[config.mk]
export PLATFORM = sky130hd
export DESIGN_NAME = rxd_wb_gen
export DESIGN_NICKNAME = d
export VERILOG_FILES = /design/src/rtl/rxwb_pkg.sv /design/src/rtl/rxwb_csum.sv /design/src/rtl/rxwb_crc_hold.sv /design/src/rtl/rxwb_seg.sv /design/src/rtl/rxd_wb_gen.sv
export SDC_FILE = /design/constraint.sdc
export NUM_CORES = 1
export LEC_CHECK = 0
export BUFFER_PORTS_ARGS = -buffer_cell sky130_fd_sc_hd__buf_2
export CORE_ASPECT_RATIO = 2
export CORE_MARGIN = 2
export CORE_UTILIZATION = 59
export CTS_CLUSTER_DIAMETER = 150
export CTS_CLUSTER_SIZE = 14
export DETAILED_ROUTE_END_ITERATION = 10
export GPL_TIMING_DRIVEN = 0
export MAX_ROUTING_LAYER = met4
export PLACE_DENSITY = 0.87
export SLEW_MARGIN = 30
export SYNTH_ARGS = -nofsm -noshare
export SYNTH_HDL_FRONTEND = slang
export SYNTH_HIERARCHICAL = 1
export SYNTH_SLANG_ARGS = --single-unit
export TNS_END_PERCENT = 5
[constraint.sdc]
create_clock -name clk_i -period 10.2 [get_ports clk_i]
set_input_delay 1.53 -clock clk_i [delete_from_list [all_inputs] [get_ports clk_i]]
set_output_delay 1.53 -clock clk_i [all_outputs]
set_load 0.02 [all_outputs]
[src/rtl/rxwb_pkg.sv]
package rxwb_pkg;

  localparam int unsigned FIELD_W = 16;

  typedef struct packed {
    logic pif;
    logic ipcs;
    logic l4cs;
    logic udpcs;
    logic vp;
    logic rsvd;
    logic eop;
    logic dd;
  } wb_status_t;

  typedef struct packed {
    logic [15:0] vlan;
    logic [7:0]  err;
    wb_status_t  status;
    logic [15:0] csum;
    logic [15:0] len;
  } wb_word1_t;

  typedef enum logic [1:0] {
    ST_RECV,
    ST_DRAIN,
    ST_EMIT
  } wb_state_t;

  function automatic logic [15:0] oc_add(input logic [15:0] a, input logic [15:0] b);
    logic [16:0] s;
    s = {1'b0, a} + {1'b0, b};
    return s[15:0] + {15'd0, s[16]};
  endfunction

endpackage

[src/rtl/rxwb_csum.sv]
module rxwb_csum
  import rxwb_pkg::*;
(
  input  logic        clk_i,
  input  logic        rst_ni,
  input  logic        clear_i,
  input  logic        byte_valid_i,
  input  logic [7:0]  byte_i,
  output logic [15:0] sum_o
);

  logic [15:0] sum_q;
  logic [7:0]  hi_q;
  logic        pend_q;

  always_ff @(posedge clk_i or negedge rst_ni) begin
    if (!rst_ni) begin
      sum_q  <= '0;
      hi_q   <= '0;
      pend_q <= 1'b0;
    end else if (clear_i) begin
      sum_q  <= '0;
      hi_q   <= '0;
      pend_q <= 1'b0;
    end else if (byte_valid_i) begin
      if (pend_q) begin
        sum_q  <= oc_add(sum_q, {hi_q, byte_i});
        pend_q <= 1'b0;
      end else begin
        hi_q   <= byte_i;
        pend_q <= 1'b1;
      end
    end
  end

  // odd trailing byte folds in as the high half of a zero-padded word
  assign sum_o = pend_q ? oc_add(sum_q, {hi_q, 8'h00}) : sum_q;

  a_r3_clear_zero: assert property (@(posedge clk_i) disable iff (!rst_ni)
    clear_i |=> (sum_o == 16'h0000));

  a_r3_pair_done: assert property (@(posedge clk_i) disable iff (!rst_ni)
    (byte_valid_i && !clear_i && pend_q) |=> !pend_q);

endmodule

[src/rtl/rxwb_crc_hold.sv]
module rxwb_crc_hold #(
  parameter int unsigned DEPTH = 4,
  localparam int unsigned CW   = $clog2(DEPTH + 1),
  localparam int unsigned QW   = DEPTH * 8
) (
  input  logic          clk_i,
  input  logic          rst_ni,
  input  logic          clear_i,
  input  logic          push_i,
  input  logic [7:0]    push_byte_i,
  input  logic          pop_i,
  output logic          out_valid_o,
  output logic [7:0]    out_byte_o,
  output logic [CW-1:0] cnt_o
);

  logic [QW-1:0] q_q;
  logic [CW-1:0] cnt_q;
  logic [CW-1:0] top_idx;
  logic          full;

  assign full    = (cnt_q == CW'(DEPTH));
  assign top_idx = cnt_q - 1'b1;

  // newest byte at the low end; oldest held byte at index cnt-1
  assign out_valid_o = (push_i && full) || (pop_i && (cnt_q != '0));
  assign out_byte_o  = push_i ? q_q[QW-1 -: 8] : q_q[{top_idx, 3'b000} +: 8];
  assign cnt_o       = cnt_q;

  always_ff @(posedge clk_i or negedge rst_ni) begin
    if (!rst_ni) begin
      q_q   <= '0;
      cnt_q <= '0;
    end else if (clear_i) begin
      cnt_q <= '0;
    end else if (push_i) begin
      q_q <= (q_q << 8) | QW'(push_byte_i);
      if (!full) cnt_q <= cnt_q + 1'b1;
    end else if (pop_i && (cnt_q != '0)) begin
      cnt_q <= cnt_q - 1'b1;
    end
  end

  a_r3_cnt_bound: assert property (@(posedge clk_i) disable iff (!rst_ni)
    cnt_q <= CW'(DEPTH));

  a_r3_no_push_pop: assert property (@(posedge clk_i) disable iff (!rst_ni)
    !(push_i && pop_i));

endmodule

[src/rtl/rxwb_seg.sv]
module rxwb_seg #(
  parameter int unsigned CNT_W = 12
) (
  input  logic             clk_i,
  input  logic             rst_ni,
  input  logic             beat_i,
  input  logic             sop_i,
  input  logic             has_byte_i,
  input  logic [15:0]      buf_size_i,
  output logic [15:0]      bsz_o,
  output logic [15:0]      cur_len_o,
  output logic [CNT_W-1:0] nfull_o
);

  logic [15:0]      bsz_q, cur_q, bsz_eff, cur_b;
  logic [CNT_W-1:0] nf_q, nf_b;

  assign bsz_eff = sop_i ? buf_size_i : bsz_q;
  assign cur_b   = sop_i ? 16'd0 : cur_q;
  assign nf_b    = sop_i ? '0 : nf_q;

  // a full buffer is closed only when the next byte arrives
  always_ff @(posedge clk_i or negedge rst_ni) begin
    if (!rst_ni) begin
      bsz_q <= '0;
      cur_q <= '0;
      nf_q  <= '0;
    end else if (beat_i) begin
      if (sop_i) bsz_q <= buf_size_i;
      if (has_byte_i) begin
        if (cur_b == bsz_eff) begin
          nf_q  <= nf_b + 1'b1;
          cur_q <= 16'd1;
        end else begin
          nf_q  <= nf_b;
          cur_q <= cur_b + 16'd1;
        end
      end else begin
        nf_q  <= nf_b;
        cur_q <= cur_b;
      end
    end
  end

  assign bsz_o     = bsz_q;
  assign cur_len_o = cur_q;
  assign nfull_o   = nf_q;

  a_r1_len_bound: assert property (@(posedge clk_i) disable iff (!rst_ni)
    cur_q <= bsz_q);

  a_r12_bsz_legal: assert property (@(posedge clk_i) disable iff (!rst_ni)
    (beat_i && sop_i) |-> (buf_size_i != 16'd0));

  a_r2_empty_no_full: assert property (@(posedge clk_i) disable iff (!rst_ni)
    (cur_q == 16'd0) |-> (nf_q == '0));

endmodule

[src/rtl/rxd_wb_gen.sv]
module rxd_wb_gen
  import rxwb_pkg::*;
#(
  parameter int unsigned CNT_W     = 12,
  parameter int unsigned CRC_BYTES = 4,
  localparam int unsigned HCW      = $clog2(CRC_BYTES + 1)
) (
  input  logic         clk_i,
  input  logic         rst_ni,
  input  logic         in_valid_i,
  output logic         in_ready_o,
  input  logic [7:0]   in_data_i,
  input  logic         in_sop_i,
  input  logic         in_eop_i,
  input  logic         in_empty_i,
  input  logic         crc_incl_i,
  input  logic         vlan_present_i,
  input  logic [15:0]  vlan_tag_i,
  input  logic [3:0]   pkt_flags_i,
  input  logic [7:0]   pkt_err_i,
  input  logic [15:0]  buf_size_i,
  input  logic         addr_valid_i,
  output logic         addr_ready_o,
  input  logic [63:0]  addr_i,
  output logic         rec_valid_o,
  input  logic         rec_ready_i,
  output logic [127:0] rec_o
);

  wb_state_t        state_q;
  logic [CNT_W-1:0] idx_q;
  logic             accept, has_byte, fire, last_rec;
  logic             crc_q, vp_q;
  logic [15:0]      tag_q;
  logic [3:0]       flags_q;
  logic [7:0]       err_q;

  logic [15:0]      bsz, cur_len, csum;
  logic [CNT_W-1:0] nfull;
  logic             h_clear, h_pop, h_out_valid;
  logic [7:0]       h_out_byte;
  logic [HCW-1:0]   h_cnt;
  logic             drain_done;
  wb_word1_t        w1;

  assign in_ready_o = (state_q == ST_RECV);
  assign accept     = in_valid_i && in_ready_o;
  assign has_byte   = accept && !in_empty_i;

  always_ff @(posedge clk_i or negedge rst_ni) begin
    if (!rst_ni) begin
      crc_q   <= 1'b0;
      vp_q    <= 1'b0;
      tag_q   <= '0;
      flags_q <= '0;
      err_q   <= '0;
    end else if (accept && in_sop_i) begin
      crc_q   <= crc_incl_i;
      vp_q    <= vlan_present_i;
      tag_q   <= vlan_tag_i;
      flags_q <= pkt_flags_i;
      err_q   <= pkt_err_i;
    end
  end

  rxwb_seg #(.CNT_W(CNT_W)) i_seg (
    .clk_i      (clk_i),
    .rst_ni     (rst_ni),
    .beat_i     (accept),
    .sop_i      (in_sop_i),
    .has_byte_i (has_byte),
    .buf_size_i (buf_size_i),
    .bsz_o      (bsz),
    .cur_len_o  (cur_len),
    .nfull_o    (nfull)
  );

  // trailing CRC_BYTES are held back from the checksum until the end is known
  assign drain_done = crc_q || (h_cnt == '0);
  assign h_pop      = (state_q == ST_DRAIN) && !drain_done;
  assign h_clear    = (state_q == ST_DRAIN) && drain_done;

  rxwb_crc_hold #(.DEPTH(CRC_BYTES)) i_hold (
    .clk_i       (clk_i),
    .rst_ni      (rst_ni),
    .clear_i     (h_clear),
    .push_i      (has_byte),
    .push_byte_i (in_data_i),
    .pop_i       (h_pop),
    .out_valid_o (h_out_valid),
    .out_byte_o  (h_out_byte),
    .cnt_o       (h_cnt)
  );

  rxwb_csum i_csum (
    .clk_i        (clk_i),
    .rst_ni       (rst_ni),
    .clear_i      (accept && in_sop_i),
    .byte_valid_i (h_out_valid),
    .byte_i       (h_out_byte),
    .sum_o        (csum)
  );

  assign rec_valid_o  = (state_q == ST_EMIT) && addr_valid_i;
  assign fire         = rec_valid_o && rec_ready_i;
  assign addr_ready_o = fire;
  assign last_rec     = (idx_q == nfull);

  always_ff @(posedge clk_i or negedge rst_ni) begin
    if (!rst_ni) begin
      state_q <= ST_RECV;
      idx_q   <= '0;
    end else begin
      unique case (state_q)
        ST_RECV: if (accept && in_eop_i) state_q <= ST_DRAIN;
        ST_DRAIN: if (drain_done) begin
          idx_q   <= '0;
          state_q <= (cur_len == 16'd0) ? ST_RECV : ST_EMIT;
        end
        ST_EMIT: if (fire) begin
          if (last_rec) state_q <= ST_RECV;
          else          idx_q   <= idx_q + 1'b1;
        end
        default: state_q <= ST_RECV;
      endcase
    end
  end

  always_comb begin
    w1               = '0;
    w1.len           = last_rec ? cur_len : bsz;
    w1.csum          = (idx_q == '0) ? csum : 16'h0000;
    w1.status.dd     = 1'b1;
    w1.status.eop    = last_rec;
    w1.status.rsvd   = 1'b0;
    w1.status.vp     = vp_q;
    w1.status.udpcs  = flags_q[0];
    w1.status.l4cs   = flags_q[1];
    w1.status.ipcs   = flags_q[2];
    w1.status.pif    = flags_q[3];
    w1.err           = err_q;
    w1.vlan          = vp_q ? tag_q : 16'h0000;
  end

  assign rec_o = {w1, addr_i};

  a_r11_in_closed: assert property (@(posedge clk_i) disable iff (!rst_ni)
    rec_valid_o |-> !in_ready_o);

  a_r10_hold: assert property (@(posedge clk_i) disable iff (!rst_ni)
    (rec_valid_o && !rec_ready_i) |=> ((state_q == ST_EMIT) && $stable(rec_o[127:64])));

  a_r6_eop_reopens: assert property (@(posedge clk_i) disable iff (!rst_ni)
    (fire && rec_o[97]) |=> in_ready_o);

  a_r4_csum_first_only: assert property (@(posedge clk_i) disable iff (!rst_ni)
    (rec_valid_o && (idx_q != '0)) |-> (rec_o[95:80] == 16'h0000));

  a_r11_idx_bound: assert property (@(posedge clk_i) disable iff (!rst_ni)
    (state_q == ST_EMIT) |-> (idx_q <= nfull));

endmodule

==> impl_metrics.tcl, run 1 <==
set metrics [dict create \
    postCtsSetupBuffers 0 \
    grt_max_degree 82 \
    r2r_setup_slack_ns 4.30 \
    final_cell_count_no_fill 1511 \
    ant_nets 0 \
    cts-root-buf "clkbuf_16" \
    synth_edf_count 0 \
    hold_end "tag_q[3]" \
    rsz0062_at_grt "false" \
    grt_pass1_wl_mm 45.8 \
    drt_pass1_iterations 6 \
    crit_slowest_cell "nor2_1" \
    hpwl_mm 22.8 \
    synthArstFlopShare_pct 100 \
    p_leak_nw 6.10 \
    syn-instance-count 1077 \
    seq_area_frac_synth_pct 35.6 \
    period_share_pct 64.6 \
    antenna_found_initial 1 \
    synth_area_leaders "dfrtp_1 36%, mux2_2 5.6%, buf_4 5.1%, nand2_1 4.9%, mux2_4 4.3%" \
    status "completed" \
    htree_levels 4 \
    grt_pass1_vias 9193 \
    dieArea_mm2 0.0188 \
    critPathKind "in -> reg" \
    max_stage_delay_ns 0.48 \
    synth_top_area_cell "dfrtp_1" \
    max_slew_margin_pct 44.9 \
    whs_ns 0.500 \
    yosys_warnings 6 \
    clk_latency_ns 0.43 \
    hold_class "reg -> reg" \
    dp_cells 1478 \
    syn-num-nets 1231 \
    place_congestion 1.03 \
    fin_ws_ns 3.61 \
    finalCriticalPeriod_ns 6.59 \
    start_util_pct 60.3 \
    rr_worst_depth 24 \
    cts_buffers 17 \
    cp-start-kind "input pin" \
    timing.rr.end "i_csum/sum_q[15]" \
    dpl_worst_slack_ns 3.22 \
    vias_per_cell 6.06 \
    crit_arrival_ns 6.87 \
    overflow 0 \
    nNetsFinal 1441 \
    finalPower_mw 1.43 \
    path_cells "buf_2, and2_1, nor2b_1, buf_6, buf_6, nor2_1, a22o_1, ha_1, inv_1, fa_1, nand2b_1, a21oi_1, o21a_1, o41ai_2, nor2b_1, o21ai_0, nand2b_1, ha_1, nor2b_1, and2_1, nand4_2, nor4_2, and2_1, o211ai_1" \
    synth_flop_cell "dfrtp_1" \
    synth_area_mm2 0.0104 \
    min_from "tag_q[3]" \
    synth_most_common_cell "dfrtp_1" \
    dpl-instance-area_mm2 0.0117 \
    ctsHoldBuffers 0 \
    die_w_um 98.0 \
    syn_avg_cell_area_um2 9.67 \
    hold_depth 1 \
    post-route-util_pct 70.8 \
    synth_seq_cells 148 \
    worst_pin_slew_ns 0.819 \
    drive_gt1_share_pct 34.5 \
    yosysUniqueCellTypes 96 \
    power.density_mw_per_mm2 117 \
    clk_pin_slew_ns 0.06 \
    synth_common_cells "148 x dfrtp_1, 136 x nand2_1, 71 x buf_4" \
    drtIter0Drc 523 \
    dieHeight_um 192 \
    track_usage_pct 31.8 \
    clockBufferDepth 2 \
    setup_total_negative_slack_ns 0 \
    finalSetupViolations 0 \
    num_io_pins 257 \
    hold_violations 0 \
    syn2layout_area_growth_pct 17.5 \
    drcViolationCount 0 \
    worst-path-max-fanout 10 \
    design.core.area_mm2 0.0173 \
    maxCapViolations 0 \
    rows 68 \
    cts_tree "yes" \
    cts_num_sinks 148 \
    cp.required_ns 10.49 \
    timing.rr.start "state_q[0]" \
    ir_drop_uv 189 \
    vias 9161 \
    yosysTopAreaCellShare_pct 35.6 \
    stdcell_area_mm2 0.0122 \
    post_cts_resized 0 \
    drv_slew 0 \
    crit_path_end_kind "register" \
    finalClockSkew_ns 0.00815 \
    wirelength_mm 29.2 \
    wl_per_cell_um 19.4 \
    port_buffers 190 \
    max_freq_ghz 0.152 \
]
==> power breakdown <==
group / total, mW / switching [mW] / internal, mW
Combinational: 0.180 / 0.0990 / 0.0809
Clock: 0.608 / 0.262 / 0.346
Sequential: 0.640 / 0.0333 / 0.607
==> placed cells by master, fill, tap and decap left out, types with 5 or more instances in the layout <==
cell type,netlist,routed
a21oi_1,35,35
o2111ai_1,6,6
o221ai_1,9,9
a22o_1,11,11
o21ai_1,7,7
ha_1,26,26
dfrtp_1,148,148
buf_4,71,71
a211oi_1,5,5
mux2_2,52,52
nor3_1,29,29
and2_1,40,40
nand2_1,136,136
clkbuf_16,0,17
and3_1,15,15
nor4_1,15,15
buf_6,10,10
mux4_2,8,8
mux2_4,30,30
inv_6,0,5
o21a_1,6,6
o211ai_1,6,6
xnor2_1,31,31
nor2_1,41,41
xor2_1,32,32
inv_1,33,33
nand3_1,26,26
nand2b_1,20,20
nand4_1,26,26
nor2b_1,19,19
buf_2,12,201
o21ai_0,22,22
mux2i_1,11,11
clkbuf_1,26,27
==> worst max-delay path by stage <==
stage / start / to / slack [ns] / cells past startpoint
6_report: in_valid_i / i_csum/sum_q[15] / 3.61 / 24
5_1_grt: in_valid_i / i_csum/sum_q[15] / 3.36 / 24
4_1_cts: in_valid_i / i_csum/sum_q[15] / 3.63 / 24
3_5_place_dp: in_valid_i / i_csum/sum_q[15] / 3.22 / 24
3_3_place_gp: in_valid_i / i_csum/sum_q[14] / 3.44 / 24
2_1_floorplan: in_valid_i / i_csum/sum_q[10] / 4.59 / 24
==> state kept, by name, summed over array words and instances, names as in the netlist <==
name,count
state_q,2
flags_q,4
idx_q,12
vp_q,1
i_seg/cur_len_o,16
tag_q,16
i_hold/cnt_o,3
err_q,8
i_hold/q_q,32
i_csum/hi_q,8
i_seg/nfull_o,12
crc_q,1
i_csum/pend_q,1
i_csum/sum_q,16
i_seg/bsz_o,16
==> critical path: cells and delay by family <==
family | cells | cell delay (ns)
simple gates | 11 | 2.80
compound gates | 6 | 1.23
buf+inv | 4 | 0.45
fa+ha+maj | 3 | 0.83
==> layer usage <==
layer  up-vias  part of all wire [%]  track usage [%]
met5         -                     0                -
met4         0                   7.3             22.2
met3       152                   5.5             4.95
met2       455                    55             58.0
met1      4342                    32             30.1
li1       4212                     -                -
==> cell families after synthesis <==
family,synth area share [%]
compound gates,13.0
xor+xnor,5.56
fa+ha+maj,3.51
buf+inv,9.08
flops,35.6
mux,12.7
other cells,0.0721
simple gates,20.5
==> final cells by class <==
type	count	area, µm²
Timing Repair Buffer	191	988
Multi-Input combinational cell	772	5770
Antenna cell	1	2.50
Buffer	120	807
Clock buffer	19	443
Clock inverter	13	124
Fill cell	1371	5040
Inverter	37	139
Tap cell	210	263
Sequential cell	148	3700
Power figures use the tool's default switching activity.
==> inputs of run 2 (changes only) <==
--- a/config.mk
+++ b/config.mk
@@ -5,16 +5,17 @@
 export SDC_FILE = /design/constraint.sdc
 export NUM_CORES = 1
 export LEC_CHECK = 0
+export ABC_AREA = 1
 export BUFFER_PORTS_ARGS = -buffer_cell sky130_fd_sc_hd__buf_2
 export CORE_ASPECT_RATIO = 2
 export CORE_MARGIN = 2
-export CORE_UTILIZATION = 59
+export CORE_UTILIZATION = 55
 export CTS_CLUSTER_DIAMETER = 150
 export CTS_CLUSTER_SIZE = 14
 export DETAILED_ROUTE_END_ITERATION = 10
 export GPL_TIMING_DRIVEN = 0
 export MAX_ROUTING_LAYER = met4
-export PLACE_DENSITY = 0.87
+export PLACE_DENSITY = 0.81
 export SLEW_MARGIN = 30
 export SYNTH_ARGS = -nofsm -noshare
 export SYNTH_HDL_FRONTEND = slang
==> constraint.sdc (replaced) <==
create_clock -name clk_i -period 6.83 [get_ports clk_i]
set_input_delay 1.0245 -clock clk_i [delete_from_list [all_inputs] [get_ports clk_i]]
set_output_delay 1.0245 -clock clk_i [all_outputs]
set_load 0.02 [all_outputs]
==> run 2 against run 1 <==
Area after synthesis rose by 6.1%. Critical path depth fell by 5. Die area rose by 13%. Wire length rose by 9.8%. Highest routed layer unchanged. Global-route usage fell by 0.63 points.
==> impl_metrics.tcl, run 2 <==
set metrics [dict create \
    crit_path_end_kind "output port" \
    synthArstFlopShare_pct 100 \
    drive_gt1_share_pct 22.1 \
    cts-root-buf "clkbuf_16" \
    met1_usage_pct 29.0 \
    start_util_pct 55.7 \
    path_buf_inv 4 \
    syn-instance-count 1658 \
    busiest_layer "met2" \
    crit_path_frequent_cell "nand3_1" \
    synth_simple_gate_area_share_pct 34.6 \
    grtUsageMet3_pct 4.37 \
    post_cts_resized 0 \
    yosysTopAreaCellShare_pct 33.5 \
    wl_per_cell_um 15.0 \
    vias 11300 \
    port_buffers 190 \
    rsz0062_at_grt "false" \
    synth_top_area_cell "dfrtp_1" \
    clockBufferDepth 2 \
    yosysUniqueCellTypes 43 \
    seq_area_frac_synth_pct 33.5 \
    die_w_um 104 \
    cts_tree "yes" \
    power.density_mw_per_mm2 357 \
    synth-compound-area-share_pct 9.03 \
    nNetsFinal 2022 \
    grt_pass1_vias 11100 \
    vias_per_cell 5.26 \
    drt_pass1_iterations 8 \
    cts_buffers 17 \
    p_leak_nw 7.02 \
    syn2layout_area_growth_pct 17.1 \
    htree_levels 4 \
    finalSetupViolations 0 \
    cp.required_ns 5.81 \
    drtIter0Drc 680 \
    ir_drop_uv 345 \
    finalCriticalPeriod_ns 4.79 \
    diodes 0 \
    hpwl_mm 25.0 \
    max_freq_ghz 0.209 \
    syn-num-nets 1812 \
    overflow 0 \
    ctsHoldBuffers 0 \
    period_share_pct 70.2 \
    track_usage_pct 31.2 \
    synth_edf_count 0 \
    ant_nets 0 \
    synth_top_family_by_area "simple AND/OR/NAND/NOR gates" \
    path_delay_family "adder cells" \
    rows 73 \
    synth_most_common_cell "nand2_1" \
    grt_pass1_wl_mm 51.5 \
    clk_pin_slew_ns 0.07 \
    layout_commonest_cell "nand2_1" \
    synth_common_cells "584 x nand2_1, 241 x inv_1, 148 x dfrtp_1" \
    worst_pin_slew_ns 0.684 \
    synth_seq_cells 148 \
    crit_arrival_ns 3.77 \
    maxCapViolations 0 \
    cp-start-kind "register" \
    drcViolationCount 0 \
    synth_flop_cell "dfrtp_1" \
    r2r_setup_slack_ns 2.06 \
    cts_num_sinks 148 \
    yosys_warnings 6 \
    final_cell_mix "584 x nand2_1, 241 x inv_1, 210 x buf_2, 148 x dfrtp_1, 108 x nand3_1" \
    design.core.area_mm2 0.0198 \
    synthAdderAreaFrac_pct 3.31 \
    status "completed" \
    grt_max_degree 78 \
    clk_latency_ns 0.44 \
    path_cells "ha_1, inv_1, fa_1, inv_1, a21oi_4, o21ai_0, ha_1, ha_1, nand3_1, nor2_1, nand3_1, nor2_1, nand3_1, nand2_1, nand3_1, nand2_1, inv_1, nor2_1, buf_2" \
    largest_reg_flops 32 \
    hold_class "reg -> reg" \
    wirelength_mm 32.1 \
    grtUsageMet2_pct 57.2 \
    syn_avg_cell_area_um2 6.66 \
    max_stage_delay_ns 0.47 \
    setup_total_negative_slack_ns 0 \
    synth_xor_area_share_pct 3.32 \
    yosys-mux-area-fraction_pct 0 \
    drv_slew 0 \
    postCtsSetupBuffers 0 \
    num_io_pins 257 \
    hold_violations 0 \
    max_slew_margin_pct 54.2 \
    antenna_found_initial 0 \
    synth_area_leaders "dfrtp_1 34%, nand2_1 20%, inv_1 8.2%, buf_4 5.0%, nand3_1 4.9%" \
    finalClockSkew_ns 0.00811 \
    crit_slowest_cell "fa_1" \
    place_congestion 1.05 \
    synth_area_mm2 0.0110 \
    dieHeight_um 204 \
    worst-path-max-fanout 4 \
    whs_ns 0.482 \
    dieArea_mm2 0.0213 \
    regMostFlops "i_hold/q_q" \
    critPathKind "reg -> out" \
]
## run 2: cell count changes after synthesis, sizes merged, moves of 19 or more
cell and change:
o21ai +80, and2 -40, nand2b -20, nand3 +85, mux2 -82, nor2 +82, nand2 +476, nor4 -19
xnor2 -22, inv +218, nor2b -20
## run 2: cells by family after synthesis
kind of cell / after synthesis
AND/OR/NAND/NOR: 897
buffers and inverters: 376
AO/OA/AOI/OAI: 166
flip-flops: 148
XOR/XNOR: 41
adder cells (fa/ha/maj): 28
other: 2
## run 2: cell type report
class | instances | area (µm²)
plain buffers | 119 | 818
well taps | 262 | 328
fillers | 1794 | 6890
repair buffers | 191 | 988
clock inverters | 9 | 93.8
clock buffers | 23 | 478
flip-flops and latches | 148 | 3700
inverters | 257 | 970
multi-input cells | 1134 | 5550
## run 2: through the flow
step	worst slack, ns	utilization [%]	power, mW	instances	cell area (µm²)
2_1_floorplan	2.72	-	2.97	1658	11000
3_3_place_gp	1.93	62.2	3.60	2110	12300
3_5_place_dp	1.78	62.4	3.67	2111	12400
4_1_cts	2.03	65.3	4.61	2143	12900
5_1_grt	1.64	65.3	4.95	2143	12900
6_report	2.04	65.3	4.61	2143	12900
## run 2: where the power goes
group | switching (mW) | internal (mW) | total [mW] | leakage (nW)
clock | 0.391 | 0.534 | 0.925 | 0.275
combinational | 1.59 | 0.739 | 2.33 | 4.81
sequential | 0.209 | 1.15 | 1.36 | 1.94
total | 2.19 | 2.42 | 4.61 | 7.02
## run 2: layer usage
layer | share of wire (%) | vias to the layer above
met3 | 5.3 | 158
li1 | - | 5485
met4 | 7.4 | 0
met1 | 34 | 5130
met2 | 54 | 502
met5 | 0 | -
## run 2: final timing paths
check / cells after the start / to / startpoint
min in group asynchronous: 1 / i_seg/bsz_o[15] / rst_ni
worst max register to register: 30 / i_csum/sum_q[14] / i_hold/cnt_o[0]
worst min-delay path: 2 / flags_q[1] / flags_q[1]
max in group asynchronous: 2 / i_csum/hi_q[5] / rst_ni
worst min register to register: 2 / flags_q[1] / flags_q[1]
worst max-delay path: 19 / rec_o[94] / i_csum/sum_q[8]
## run 2: worst register-to-register path: cells and delay by family, from the launching register on
family / cells / cell delay (ns)
adders and majority gates: 4 / 1.08
DFF: 1 / 0.38
buffers and inverters: 7 / 1.15
and+or+nand+nor: 18 / 1.91
AOI/OAI and AO/OA: 1 / 0.13
==> inputs of run 3 (changes only) <==
--- a/config.mk
+++ b/config.mk
@@ -5,17 +5,17 @@
 export SDC_FILE = /design/constraint.sdc
 export NUM_CORES = 1
 export LEC_CHECK = 0
-export ABC_AREA = 1
+export ABC_AREA = 0
 export BUFFER_PORTS_ARGS = -buffer_cell sky130_fd_sc_hd__buf_2
 export CORE_ASPECT_RATIO = 2
 export CORE_MARGIN = 2
-export CORE_UTILIZATION = 55
+export CORE_UTILIZATION = 50
 export CTS_CLUSTER_DIAMETER = 150
 export CTS_CLUSTER_SIZE = 14
 export DETAILED_ROUTE_END_ITERATION = 10
 export GPL_TIMING_DRIVEN = 0
 export MAX_ROUTING_LAYER = met4
-export PLACE_DENSITY = 0.81
+export PLACE_DENSITY = 0.79
 export SLEW_MARGIN = 30
 export SYNTH_ARGS = -nofsm -noshare
 export SYNTH_HDL_FRONTEND = slang
==> constraint.sdc (replaced) <==
create_clock -name clk_i -period 4.2 [get_ports clk_i]
set_input_delay 0.63 -clock clk_i [delete_from_list [all_inputs] [get_ports clk_i]]
set_output_delay 0.63 -clock clk_i [all_outputs]
set_load 0.02 [all_outputs]
==> run 3 against run 2 <==
The run now ends with negative setup slack left. Die area rose by 3.6%. Worst setup slack got worse by 2.3 ns. Combinational power fell by 81%. Non-clock buffer count rose by 33. Clock skew rose by 0.0028 ns. Via count fell by 17%. Count of clock-buffer cells in the layout fell by 3.
==> impl_metrics.tcl, run 3 (synthesis gave the netlist of run 1 again) <==
set metrics [dict create \
    vias 9302 \
    wirelength_mm 31.7 \
    setup_total_negative_slack_ns -2.01 \
    finalCriticalPeriod_ns 4.45 \
    crit_arrival_ns 4.81 \
    grt_pass1_vias 9329 \
    r2r_setup_slack_ns -0.25 \
    die_w_um 106 \
    final_cell_mix "200 x buf_2, 147 x dfrtp_1, 136 x nand2_1, 102 x buf_4, 52 x mux2_2" \
    cts-root-buf "clkbuf_16" \
    ir_drop_uv 295 \
    cts_tree "yes" \
    status "finished, violations left" \
    largest_reg_flops 32 \
    overflow 0 \
    nNetsFinal 1473 \
    hold_violations 0 \
    wl_per_cell_um 19.8 \
    design.core.area_mm2 0.0205 \
    regMostFlops "i_hold/q_q" \
    htree_levels 4 \
    dp_cells 1534 \
    violations "negative setup slack" \
    cts_buffers 17 \
    drive_gt1_share_pct 39.7 \
    hpwl_mm 23.8 \
    place_congestion 1.02 \
    dieArea_mm2 0.0221 \
    drv_slew 0 \
    power.density_mw_per_mm2 283 \
    hold_class "in -> async" \
    vias_per_cell 5.82 \
    finalSetupViolations 16 \
    syn2layout_area_growth_pct 24.8 \
    drcViolationCount 0 \
    drt_pass1_iterations 6 \
    max_slew_margin_pct 49.0 \
    clk_pin_slew_ns 0.06 \
    ant_nets 0 \
    stdcell_area_mm2 0.0130 \
    worst_pin_slew_ns 0.760 \
    port_buffers 190 \
    dpl-instance-area_mm2 0.0118 \
    layout_commonest_cell "buf_2" \
    critPathKind "reg -> reg" \
    fin_ws_ns -0.250 \
    dieHeight_um 208 \
    antenna_found_initial 0 \
    clockBufferDepth 2 \
    p_leak_nw 6.38 \
    worst-path-max-fanout 6 \
    track_usage_pct 28.9 \
    clk_latency_ns 0.44 \
    rows 74 \
    period_share_pct 106 \
    num_io_pins 257 \
    cts_num_sinks 148 \
    finalClockSkew_ns 0.0109 \
    grt_pass1_wl_mm 48.0 \
    start_util_pct 50.9 \
    grt_max_degree 76 \
    final_cell_count_no_fill 1598 \
    max_freq_ghz 0.225 \
    crit_path_end_kind "register" \
    maxCapViolations 0 \
    post-route-util_pct 63.5 \
    rsz0062_at_grt "true" \
    ctsHoldBuffers 0 \
    cp-start-kind "register" \
    diodes 0 \
    cp.required_ns 4.56 \
    drtIter0Drc 503 \
]
[run 3: cell count changes in the layout (fill, tap and decap cells not counted), sizes merged, moves of 20 or more]
cell    previous run  this run
and2               0        40
nor2             124        42
nand3            113        28
mux2               0        82
nand2            612       136
nand2b             0        20
xnor2              9        31
nor2b              0        20
inv              258        38
o21ai            111        31
buf              296       318
[run 3: what timing repair did]
action                     CTS  global route
gates cloned                 1             0
gates resized for setup     46            19
pin swaps                   20            18
buffers inserted            19            15
setup endpoints to repair   23            21
[run 3: area by class of cell]
type | count | area [µm²]
Inverter | 37 | 144
Buffer | 117 | 796
Sequential cell | 148 | 3700
Clock inverter | 12 | 201
Multi-Input combinational cell | 772 | 6100
Clock buffer | 20 | 437
Fill cell | 1705 | 7460
Tap cell | 266 | 333
Timing Repair Buffer | 226 | 1280
[run 3: where the power goes]
part           internal [mW]  total [mW]  leakage (nW)  switching [mW]
Clock                   1.06        1.67         0.305           0.617
Combinational          0.199       0.446          4.11           0.247
Sequential              1.47        1.56          1.96          0.0821
[run 3: routing by layer]
layer,global-route usage [%],vias up,wire (µm)
met1,26.9,4449,10400
met3,4.95,137,1600
li1,-,4272,-
met2,53.1,444,17500
met4,18.5,0,2130
met5,-,-,0
[run 3: path summary, 6_finish.rpt]
path	from	end	depth (start not counted)
worst max-delay path	i_hold/cnt_o[0]	i_csum/sum_q[8]	22
worst min-delay path	rst_ni	i_seg/bsz_o[0]	1
worst max register to register	i_hold/cnt_o[0]	i_csum/sum_q[8]	22
worst min register to register	err_q[2]	err_q[2]	1
max in group asynchronous	rst_ni	idx_q[4]	2
min in group clk_i	in_eop_i	state_q[0]	2
[run 3: critical path, cell delays in order (launching register included)]
cell and delay, ns:
dfrtp_2 0.42, clkinv_4 0.10, ha_4 0.28, buf_6 0.12, mux4_2 0.31, a22o_4 0.28
ha_4 0.33, a21oi_4 0.09, a211oi_2 0.30, o21a_4 0.22, o41ai_4 0.07, nor2b_1 0.12
o21ai_1 0.07, nand2b_1 0.19, ha_2 0.19, nor2b_4 0.14, and2_4 0.19, nand3_4 0.06
nand4b_1 0.27, buf_4 0.21, nand2b_4 0.13, xnor2_2 0.14, o21ai_1 0.14
[run 3: stage by stage]
| step | hold slack, ns | setup slack (ns) | total power [mW] |
|---|---|---|---|
| after CTS | 0.191 | -0.165 | 3.69 |
| after global placement | 0.481 | -0.879 | 2.00 |
| after floorplan | 0.334 | 0.0190 | 1.85 |
| after global routing | 0.204 | -0.438 | 3.80 |
| after detailed placement | 0.488 | -0.953 | 2.02 |
| final | 0.158 | -0.250 | 3.68 |
